==> config.mk <==
export PLATFORM = sky130hd
export DESIGN_NAME = evt_sched
export DESIGN_NICKNAME = d
export VERILOG_FILES = /design/src/rtl/evt_sched_pkg.sv /design/src/rtl/evt_fifo.sv /design/src/rtl/evt_ctrl.sv /design/src/rtl/evt_sched.sv
export SDC_FILE = /design/constraint.sdc
export NUM_CORES = 1
export LEC_CHECK = 0
export ABC_AREA = 1
export BUFFER_PORTS_ARGS = -buffer_cell sky130_fd_sc_hd__clkbuf_2
export CORE_MARGIN = 2
export CORE_UTILIZATION = 34
export CTS_BUF_LIST = sky130_fd_sc_hd__clkbuf_8
export DETAILED_ROUTE_END_ITERATION = 7
export PLACE_DENSITY_LB_ADDON = 0.15
export SYNTH_ARGS = -nofsm -noshare
export SYNTH_HDL_FRONTEND = slang
export SYNTH_SLANG_ARGS = --single-unit
==> constraint.sdc <==
create_clock -name clk -period 4 [get_ports clk]
set_input_delay 0.2 -clock clk [delete_from_list [all_inputs] [get_ports clk]]
set_output_delay 0.2 -clock clk [all_outputs]
set_load 0.01 [all_outputs]
==> src/rtl/evt_sched_pkg.sv <==
package evt_sched_pkg;
   typedef enum logic [1:0] {
      ST_IDLE = 2'd0,
      ST_LO   = 2'd1,
      ST_HI   = 2'd2,
      ST_HI_S = 2'd3
   } sched_st_e;
endpackage

==> src/rtl/evt_fifo.sv <==
module evt_fifo #(
   parameter int ID_W  = 4,
   parameter int DEPTH = 4
) (
   input  logic              clk,
   input  logic              rst_n,
   input  logic              push,
   input  logic [ID_W-1:0]   din,
   input  logic              pop,
   output logic [ID_W-1:0]   dout,
   output logic              not_empty,
   output logic              ovf,
   output logic [$clog2(DEPTH):0] count
);
   localparam int PTR_W = $clog2(DEPTH);

   if (DEPTH < 2) begin : g_bad_depth
      $error("evt_fifo: DEPTH must be at least 2");
   end
   if ((1 << PTR_W) != DEPTH) begin : g_bad_pow2
      $error("evt_fifo: DEPTH must be a power of two");
   end

   logic [ID_W-1:0]  mem [DEPTH];
   logic [PTR_W-1:0] wptr, rptr;
   logic             full, do_push, do_pop;

   assign full      = (count == DEPTH[PTR_W:0]);
   assign not_empty = (count != '0);
   assign do_push   = push && !full;
   assign do_pop    = pop && not_empty;
   assign dout      = mem[rptr];

   for (genvar i = 0; i < DEPTH; i++) begin : g_slot
      always_ff @(posedge clk) begin
         if (!rst_n)
            mem[i] <= '0;
         else if (do_push && (wptr == PTR_W'(i)))
            mem[i] <= din;
      end
   end

   always_ff @(posedge clk) begin
      if (!rst_n) begin
         wptr  <= '0;
         rptr  <= '0;
         count <= '0;
         ovf   <= 1'b0;
      end else begin
         if (do_push) wptr <= wptr + 1'b1;
         if (do_pop)  rptr <= rptr + 1'b1;
         case ({do_push, do_pop})
            2'b10:   count <= count + 1'b1;
            2'b01:   count <= count - 1'b1;
            default: count <= count;
         endcase
         if (push && full) ovf <= 1'b1;
      end
   end
endmodule

==> src/rtl/evt_ctrl.sv <==
module evt_ctrl
   import evt_sched_pkg::*;
#(
   parameter int ID_W = 4
) (
   input  logic            clk,
   input  logic            rst_n,
   input  logic            hi_ne,
   input  logic [ID_W-1:0] hi_head,
   input  logic            lo_ne,
   input  logic [ID_W-1:0] lo_head,
   input  logic            done,
   output logic            hi_pop,
   output logic            lo_pop,
   output logic            act_valid,
   output logic [ID_W-1:0] act_id,
   output logic            bank_sel,
   output logic            dispatch,
   output logic            done_err
);
   sched_st_e       st, st_nx;
   logic [ID_W-1:0] id_nx, saved_id;
   logic            disp_nx, save_lo;

   always_comb begin
      st_nx   = st;
      id_nx   = act_id;
      disp_nx = 1'b0;
      hi_pop  = 1'b0;
      lo_pop  = 1'b0;
      save_lo = 1'b0;
      unique case (st)
         ST_LO: begin
            if (!done && hi_ne) begin
               st_nx   = ST_HI_S;
               id_nx   = hi_head;
               hi_pop  = 1'b1;
               disp_nx = 1'b1;
               save_lo = 1'b1;
            end
         end
         ST_HI_S: begin
            if (done) begin
               if (hi_ne) begin
                  id_nx   = hi_head;
                  hi_pop  = 1'b1;
                  disp_nx = 1'b1;
               end else begin
                  st_nx = ST_LO;
                  id_nx = saved_id;
               end
            end
         end
         default: ;
      endcase
      if ((st == ST_IDLE) || (done && (st == ST_LO || st == ST_HI))) begin
         if (hi_ne) begin
            st_nx   = ST_HI;
            id_nx   = hi_head;
            hi_pop  = 1'b1;
            disp_nx = 1'b1;
         end else if (lo_ne) begin
            st_nx   = ST_LO;
            id_nx   = lo_head;
            lo_pop  = 1'b1;
            disp_nx = 1'b1;
         end else begin
            st_nx = ST_IDLE;
         end
      end
   end

   always_ff @(posedge clk) begin
      if (!rst_n) begin
         st       <= ST_IDLE;
         act_id   <= '0;
         saved_id <= '0;
         dispatch <= 1'b0;
         done_err <= 1'b0;
      end else begin
         st       <= st_nx;
         act_id   <= id_nx;
         dispatch <= disp_nx;
         if (save_lo) saved_id <= act_id;
         if (done && st == ST_IDLE) done_err <= 1'b1;
      end
   end

   assign act_valid = (st != ST_IDLE);
   assign bank_sel  = (st == ST_HI) || (st == ST_HI_S);
endmodule

==> src/rtl/evt_sched.sv <==
module evt_sched #(
   parameter int ID_W  = 4,
   parameter int DEPTH = 4
) (
   input  logic            clk,
   input  logic            rst_n,
   input  logic            hi_req,
   input  logic [ID_W-1:0] hi_id,
   input  logic            lo_req,
   input  logic [ID_W-1:0] lo_id,
   input  logic            done,
   output logic            act_valid,
   output logic [ID_W-1:0] act_id,
   output logic            bank_sel,
   output logic            dispatch,
   output logic            hi_ovf,
   output logic            lo_ovf,
   output logic            done_err
);
   localparam int CNT_W = $clog2(DEPTH) + 1;

   if (ID_W < 1) begin : g_bad_idw
      $error("evt_sched: ID_W must be positive");
   end

   logic [ID_W-1:0]  hi_head, lo_head;
   logic             hi_ne, lo_ne, hi_pop, lo_pop;
   logic [CNT_W-1:0] hi_cnt, lo_cnt;

   evt_fifo #(.ID_W(ID_W), .DEPTH(DEPTH)) u_hi_q (
      .clk(clk), .rst_n(rst_n), .push(hi_req), .din(hi_id), .pop(hi_pop),
      .dout(hi_head), .not_empty(hi_ne), .ovf(hi_ovf), .count(hi_cnt)
   );

   evt_fifo #(.ID_W(ID_W), .DEPTH(DEPTH)) u_lo_q (
      .clk(clk), .rst_n(rst_n), .push(lo_req), .din(lo_id), .pop(lo_pop),
      .dout(lo_head), .not_empty(lo_ne), .ovf(lo_ovf), .count(lo_cnt)
   );

   evt_ctrl #(.ID_W(ID_W)) u_ctrl (
      .clk(clk), .rst_n(rst_n), .hi_ne(hi_ne), .hi_head(hi_head),
      .lo_ne(lo_ne), .lo_head(lo_head), .done(done),
      .hi_pop(hi_pop), .lo_pop(lo_pop), .act_valid(act_valid),
      .act_id(act_id), .bank_sel(bank_sel), .dispatch(dispatch),
      .done_err(done_err)
   );
endmodule

# [After elaboration in Yosys (flattened, before gate mapping)]
# Memory sizes are Yosys's and may differ from the RTL's. A register that Yosys moved wholly into a read port is not among the register bits.
# Index checks and enable logic that the tools add are counted.
# Widths: inputs -> output; s select.
[totals] ff_bits=28 ramBits=32 in_bits=13 output_inout_bits=10 word_cells=148 n_memories=2
[mem_list] memory="u_hi_q.mem" depth=4 word_bits=4 read_ports=1 rd_ports_with_merged_regs=1 write_ports=4 line="evt_fifo.sv:24" rtl="logic [ID_W-1:0] mem [DEPTH];"
[mem_list] memory="u_lo_q.mem" depth=4 word_bits=4 read_ports=1 rd_ports_with_merged_regs=1 write_ports=4 line="evt_fifo.sv:24"
[op_classes] addsub=8 n_eq_ne=18 mux=66 n_bitwise=8 reduce_logical=33
[op_table] operator="$mux 4" n=14
[op_table] operator="$mux 1" n=38
[op_table] operator="$mux 2" n=9
[op_table] operator="$logic_and 1x1->1" n=17
[op_table] operator="$eq 2x2->1 const B" n=8
[op_table] operator="$pmux 3 s2" n=2
[op_table] operator="$eq 2x1->1 const B" n=5
[op_table] operator="$reduce_bool 3->1" n=3
[op_table] operator="$add 2x1->2 const B" n=4
[op_table] operator="$or 1x1->1" n=8
[op_table] operator="$pmux 4 s2" n=1
[op_table] operator="$add 3x1->3 const B" n=2
[op_table] operator="$eq 3x3->1 const B" n=2
[op_table] operator="$logic_not 2->1" n=3
[op_table] operator="$ne 3x2->1 const B" n=2
[op_table] operator="$reduce_bool 2->1" n=3
[op_table] operator="$sub 3x1->3 const B" n=2
[op_table] operator="$pmux 2 s2" n=1
[op_table] operator="$reduce_and 4->1" n=1
[op_table] operator="$logic_not 1->1" n=3
[op_table] operator="$logic_or 1x1->1" n=3
[op_table] operator="$ne 3x3->1 const B" n=1
[op_table] operator="$pmux 1 s2" n=1

# [Depth between registers and ports, before layout]
[logic_depth] depth_word=9 ltp_mapped=17 mapped_depth_nobuf=17

# [Hierarchy]
# From an unflattened synthesis, not the netlist that was laid out.
[hier_totals] cells_unflattened=401 hier_area_um2=3344.5
[by_module_without_submodules] module="evt_fifo (u_hi_q)" instances=1 cells_per_inst=136 area_each_um2=1290.0 seq_area_each_um2=680.7
[by_module_without_submodules] module="evt_fifo (u_lo_q)" instances=1 cells_per_inst=136 area_each_um2=1256.2 seq_area_each_um2=680.7
[by_module_without_submodules] module="evt_ctrl" instances=1 cells_per_inst=129 area_each_um2=798.3 seq_area_each_um2=240.2

# [Worst setup path after synthesis]
# Ideal clock, no wire load.
[synth_timing] path_type="register -> register" start="register u_ctrl.st[1]" end="register u_hi_q.count[2]" setup_time_ps=122 arrival_ps=2013 required_time_ps=3878 path_slack_ps=1865 path_stages_with_launch=18 n_path_buf=0 synth_period_minus_slack_ps=2135 cell_sequence="dfxtp_1 > inv_1 > ha_1 > inv_1 > nor2_2 > nand2_4 > nand2_2 > inv_2 > nand2_2 > nand2_2 > inv_2 > ha_1 > inv_1 > fa_1 > a21oi_1 > o21ai_0 > o21ai_0 > a21oi_1"
[synth_via] elab_chain_len=8 word_cells_on_any_way=15 classes_between="eq/ne (5); mux (4); reduce/logical (6)"
[synth_lines] element="start: declaration" line="evt_ctrl.sv:21" rtl="sched_st_e st, st_nx;"
[synth_lines] element="start signal: assignment" line="evt_ctrl.sv:81" rtl="st <= st_nx;"
[synth_lines] element="parallel branches: the longest is 4 deep, another holds $eq 2x2->1"
[synth_lines] element="$mux 1 *" line="evt_ctrl.sv:56" rtl="if ((st == ST_IDLE) || (done && (st == ST_LO || st == ST_HI))) begin"
[synth_lines] element="$logic_and 1x1->1 *" line="evt_fifo.sv:31" rtl="assign do_pop = pop && not_empty;"
[synth_lines] element="named net u_hi_q.do_pop" line="evt_fifo.sv:26" rtl="logic full, do_push, do_pop;"
[synth_lines] element="$eq 2x1->1 / $eq 2x2->1 (equally long branches)" line="evt_fifo.sv:52" rtl="case ({do_push, do_pop})"
[synth_lines] element="$pmux 3 s2 / $reduce_bool 2->1 (equally long branches)"
[synth_lines] element="end signal: assignment" line="evt_fifo.sv:53" rtl="2'b10: count <= count + 1'b1;"
[synth_lines] element="end signal: assignment" line="evt_fifo.sv:54" rtl="2'b01: count <= count - 1'b1;"
[synth_lines] element="end signal: assignment" line="evt_fifo.sv:55" rtl="default: count <= count;"
[synth_lines] element="end: declaration" line="evt_fifo.sv:13" rtl="output logic [$clog2(DEPTH):0] count"
# Mark *: on every way through the listed nets, which the timed path passes.
# A chain may end at the register's enable or synchronous reset.

# [Worst setup path after layout]
# Ends and elaborated chain as after synthesis.

==> impl_results.md <==
- Post-synthesis sequential area ratio: 49.2%
- Hold-fix buffers, CTS: 0
- Clk buf depth: 2
- Number of global-route vias before repair: 2297
- Total CTS buffers: 9
- Critical path peak fanout: 7
- Maximum VDD drop: 0.265 mV
- Synth Area in Adders: 6.61%
- Asr flop ratio synth: 0%
- Area occupied by multi-input gates: 1430 µm²
- Synth cell types: 31
- Hold WC Path Type: in2reg
- Post-route ant nets: 0
- Nets: 443
- Vias: 2435
- Post-synth top cells: 76 x nand2_1, 63 x nor2_1, 40 x inv_1, 32 x dfxtp_1, 32 x edfxtp_1
- Synth area leader: edfxtp_1
- Mapped Cells: 389
- Clk pin slew, worst setup/hold paths: 70 ps
- Synth area leaders: edfxtp_1 30%, dfxtp_1 20%, nand2_1 8.8%, nor2_1 7.3%, ha_1 5.4%
- Static Leak: 1.61 nW
- Wire per inst: 12.0 µm
- Syn_nets: 418
- Die Width: 102 µm
- Initial DRT Pass Iterations: 5
- Root Buffer: clkbuf_8
- Cell row count: 35
- Initial Util: 35.1%
- IO Port Bufs: 22
- Die height: 102 µm
- GPL Wtd Cong: 0.861
- Max Freq: 0.421 GHz
- Setup bufs post-CTS: 0
- Gr ovfl total: 0
- Layout Skew: 10.9 ps
- Critical path data arrival time: 2600 ps
- Outcome: finished, final reports clean
- Detailed Place HPWL: 4960 µm
- Largest family of logic cells by synthesized area: simple AND/OR/NAND/NOR gates
- XOR/XNOR share of the synthesized area: 0.269%
- Post-synthesis register bit count: 64
- Yosys warnings: 0
- Share of layout cells above drive strength 1: 16.2%
- Simple-gate share of the synthesized area: 24.8%
- Post-CTS Resized: 0
- Tightest slew margin relative to the limit: 60.1%
- Fin. Hold Viols: 0
- CP required: 4220 ps
- Critical path capture point type: register
- EDFF count, synth: 32
- Area share of the largest cell type after synthesis: 29.5%
- Post-route setup TNS: 0 ps
- Area of the core: 9280 µm²
- All-Layer GR Usage: 14.0%
- Synthesized area per cell: 8.37 µm²
- Tightest Pin Transition: 598 ps
- First-pass GRT wire length: 11000 µm
- Total die area: 10400 µm²
- Post-synthesis mux area share: 0%
- Htree depth: 3
- Later-pin clock latency in the skew report: 340 ps
- Drt via density: 4.44
- Crit path launch type: register
- Compound-cell area share of the yosys netlist: 12.3%
- Layout area overhead: 13.9%
- CTS Sinks: 64
- Antenna violations before repair: 0
- Fill count: 963
- Most common cell in the netlist: nand2_1
- Number of antenna diodes: 0
- Final period utilization: 59.4%
- Storage element area: 1600 µm²
- TritonCTS clock tree: yes
- Worst Hold Slack: 178 ps
- Unrepaired setup endpoints after global routing: false
- Crit path cell chain: inv_1 -> ha_1 -> inv_1 -> nor2_2 -> nand2_4 -> nand2_2 -> inv_2 -> nand2_2 -> nand2_2 -> inv_2 -> ha_1 -> inv_1 -> fa_1 -> a21oi_1 -> o21ai_0 -> o21ai_0 -> a21oi_1
- Max_cap viols: 0
- # DRC: 0
- CP max stage delay: 390 ps
- Post-Route WL: 6560 µm
- Tmin final: 2370 ps
- Endpoints failing setup: 0
- IO Pins: 23
- Slew Limit Fails: 0
- Worst path slowest cell: fa_1
- Starting DRC count in detailed routing: 157
- Mapped Area: 3250 µm²
- WS Path Type: reg2reg
- Synth Flop Type: edfxtp_1
- Pwr/cell area: 699 nW/µm²
- Largest net degree at the start of global routing: 33
[where the power goes]
part | leakage [nW] | internal (W) | switching [W]
Clock | 0.120 | 0.000379 | 0.000238
Combinational | 0.896 | 0.000347 | 0.000675
Sequential | 0.598 | 0.000843 | 0.000109
Total | 1.61 | 0.00157 | 0.00102
[area by class of cell]
cell class / count / share of cell area [%]
sequential: 64 / 43.2
multi-input combinational: 269 / 38.6
inverter: 48 / 4.86
tap: 129 / 4.36
clock buffer: 11 / 4.09
timing repair buffer: 22 / 2.97
clock inverter: 5 / 1.92
[critical path: cells and delay by family (launching register included)]
family,cells,cell delay [ps]
and+or+nand+nor,5,440
DFF,1,350
buffers and inverters,5,320
adders and majority gates,3,660
AOI/OAI and AO/OA,4,500
[worst paths after layout]
kind / end / slack, ps / startpoint / cells after the start
setup reg to reg: u_hi_q.count[2] / 1630 / u_ctrl.st[1] / 17
setup / recovery: u_hi_q.count[2] / 1630 / u_ctrl.st[1] / 17
hold reg to reg: u_lo_q.ovf / 450 / u_lo_q.ovf / 2
hold / removal: u_lo_q.ovf / 180 / lo_req / 3
[registers in the layout, summed over array words and instances (netlist names), named ones only]
name             cells
u_ctrl.act_id        4
u_ctrl.dispatch      1
u_ctrl.done_err      1
u_ctrl.saved_id      4
u_ctrl.st            2
u_hi_q.count         3
u_hi_q.mem          16
u_hi_q.ovf           1
u_hi_q.rptr          2
u_hi_q.wptr          2
u_lo_q.count         3
u_lo_q.mem          16
u_lo_q.ovf           1
u_lo_q.rptr          2
u_lo_q.wptr          2
[metal layers]
metal / wire, µm / global-route usage (%) / vias up
met3: 285 / 3.97 / 4
met2: 2710 / 19.4 / 46
met5: 0 / 0 / -
met4: 74 / 6.46 / 0
li1: - / - / 1310
met1: 3500 / 20.3 / 1075
[cells by family (layout without fill, tap and decap cells)]
logic type | after synthesis | count (layout)
DFF | 64 | 64
xor gates and xnor gates | 1 | 1
and+or+nand+nor | 185 | 185
AOI/OAI and AO/OA | 67 | 67
buffers and inverters | 56 | 86
adders and majority gates | 16 | 16
[stage by stage]
stage	cells	cell area [µm²]	power, W	worst slack [ps]	utilization (%)
after CTS	548	3710	0.00262	1620	39.9
after global routing	548	3710	0.00280	1380	39.9
final	548	3710	0.00259	1630	39.9
after detailed placement	532	3480	0.00200	1670	37.5
after global placement	532	3480	0.00199	1720	37.5
after floorplan	389	3250	0.00176	1860	-
[cells in the final DEF (no fill, tap or decap)]
| cell type | n |
|---|---|
| fa_1 | 2 |
| clkinv_1 | 1 |
| xor2_1 | 1 |
| nand3_1 | 28 |
| nor2_4 | 2 |
| nand4_1 | 1 |
| o21ai_4 | 1 |
| nand2_1 | 76 |
| inv_2 | 8 |
| edfxtp_1 | 32 |
| o31ai_4 | 1 |
| o21ai_0 | 26 |
| a31oi_1 | 1 |
| clkbuf_2 | 22 |
| inv_1 | 42 |
| nand2_4 | 3 |
| or2_2 | 1 |
| dfxtp_1 | 32 |
| nand2_2 | 7 |
| clkbuf_8 | 11 |
| nor2_2 | 2 |
| bufinv_16 | 2 |
| o211ai_1 | 1 |
| nand3_2 | 2 |
| a21oi_4 | 1 |
| nor2_1 | 63 |
| ha_1 | 14 |
| a21oi_2 | 5 |
| o21ai_1 | 2 |
| a21boi_1 | 1 |
| a21oi_1 | 28 |
No activity file was read; power rests on OpenSTA's default activity.
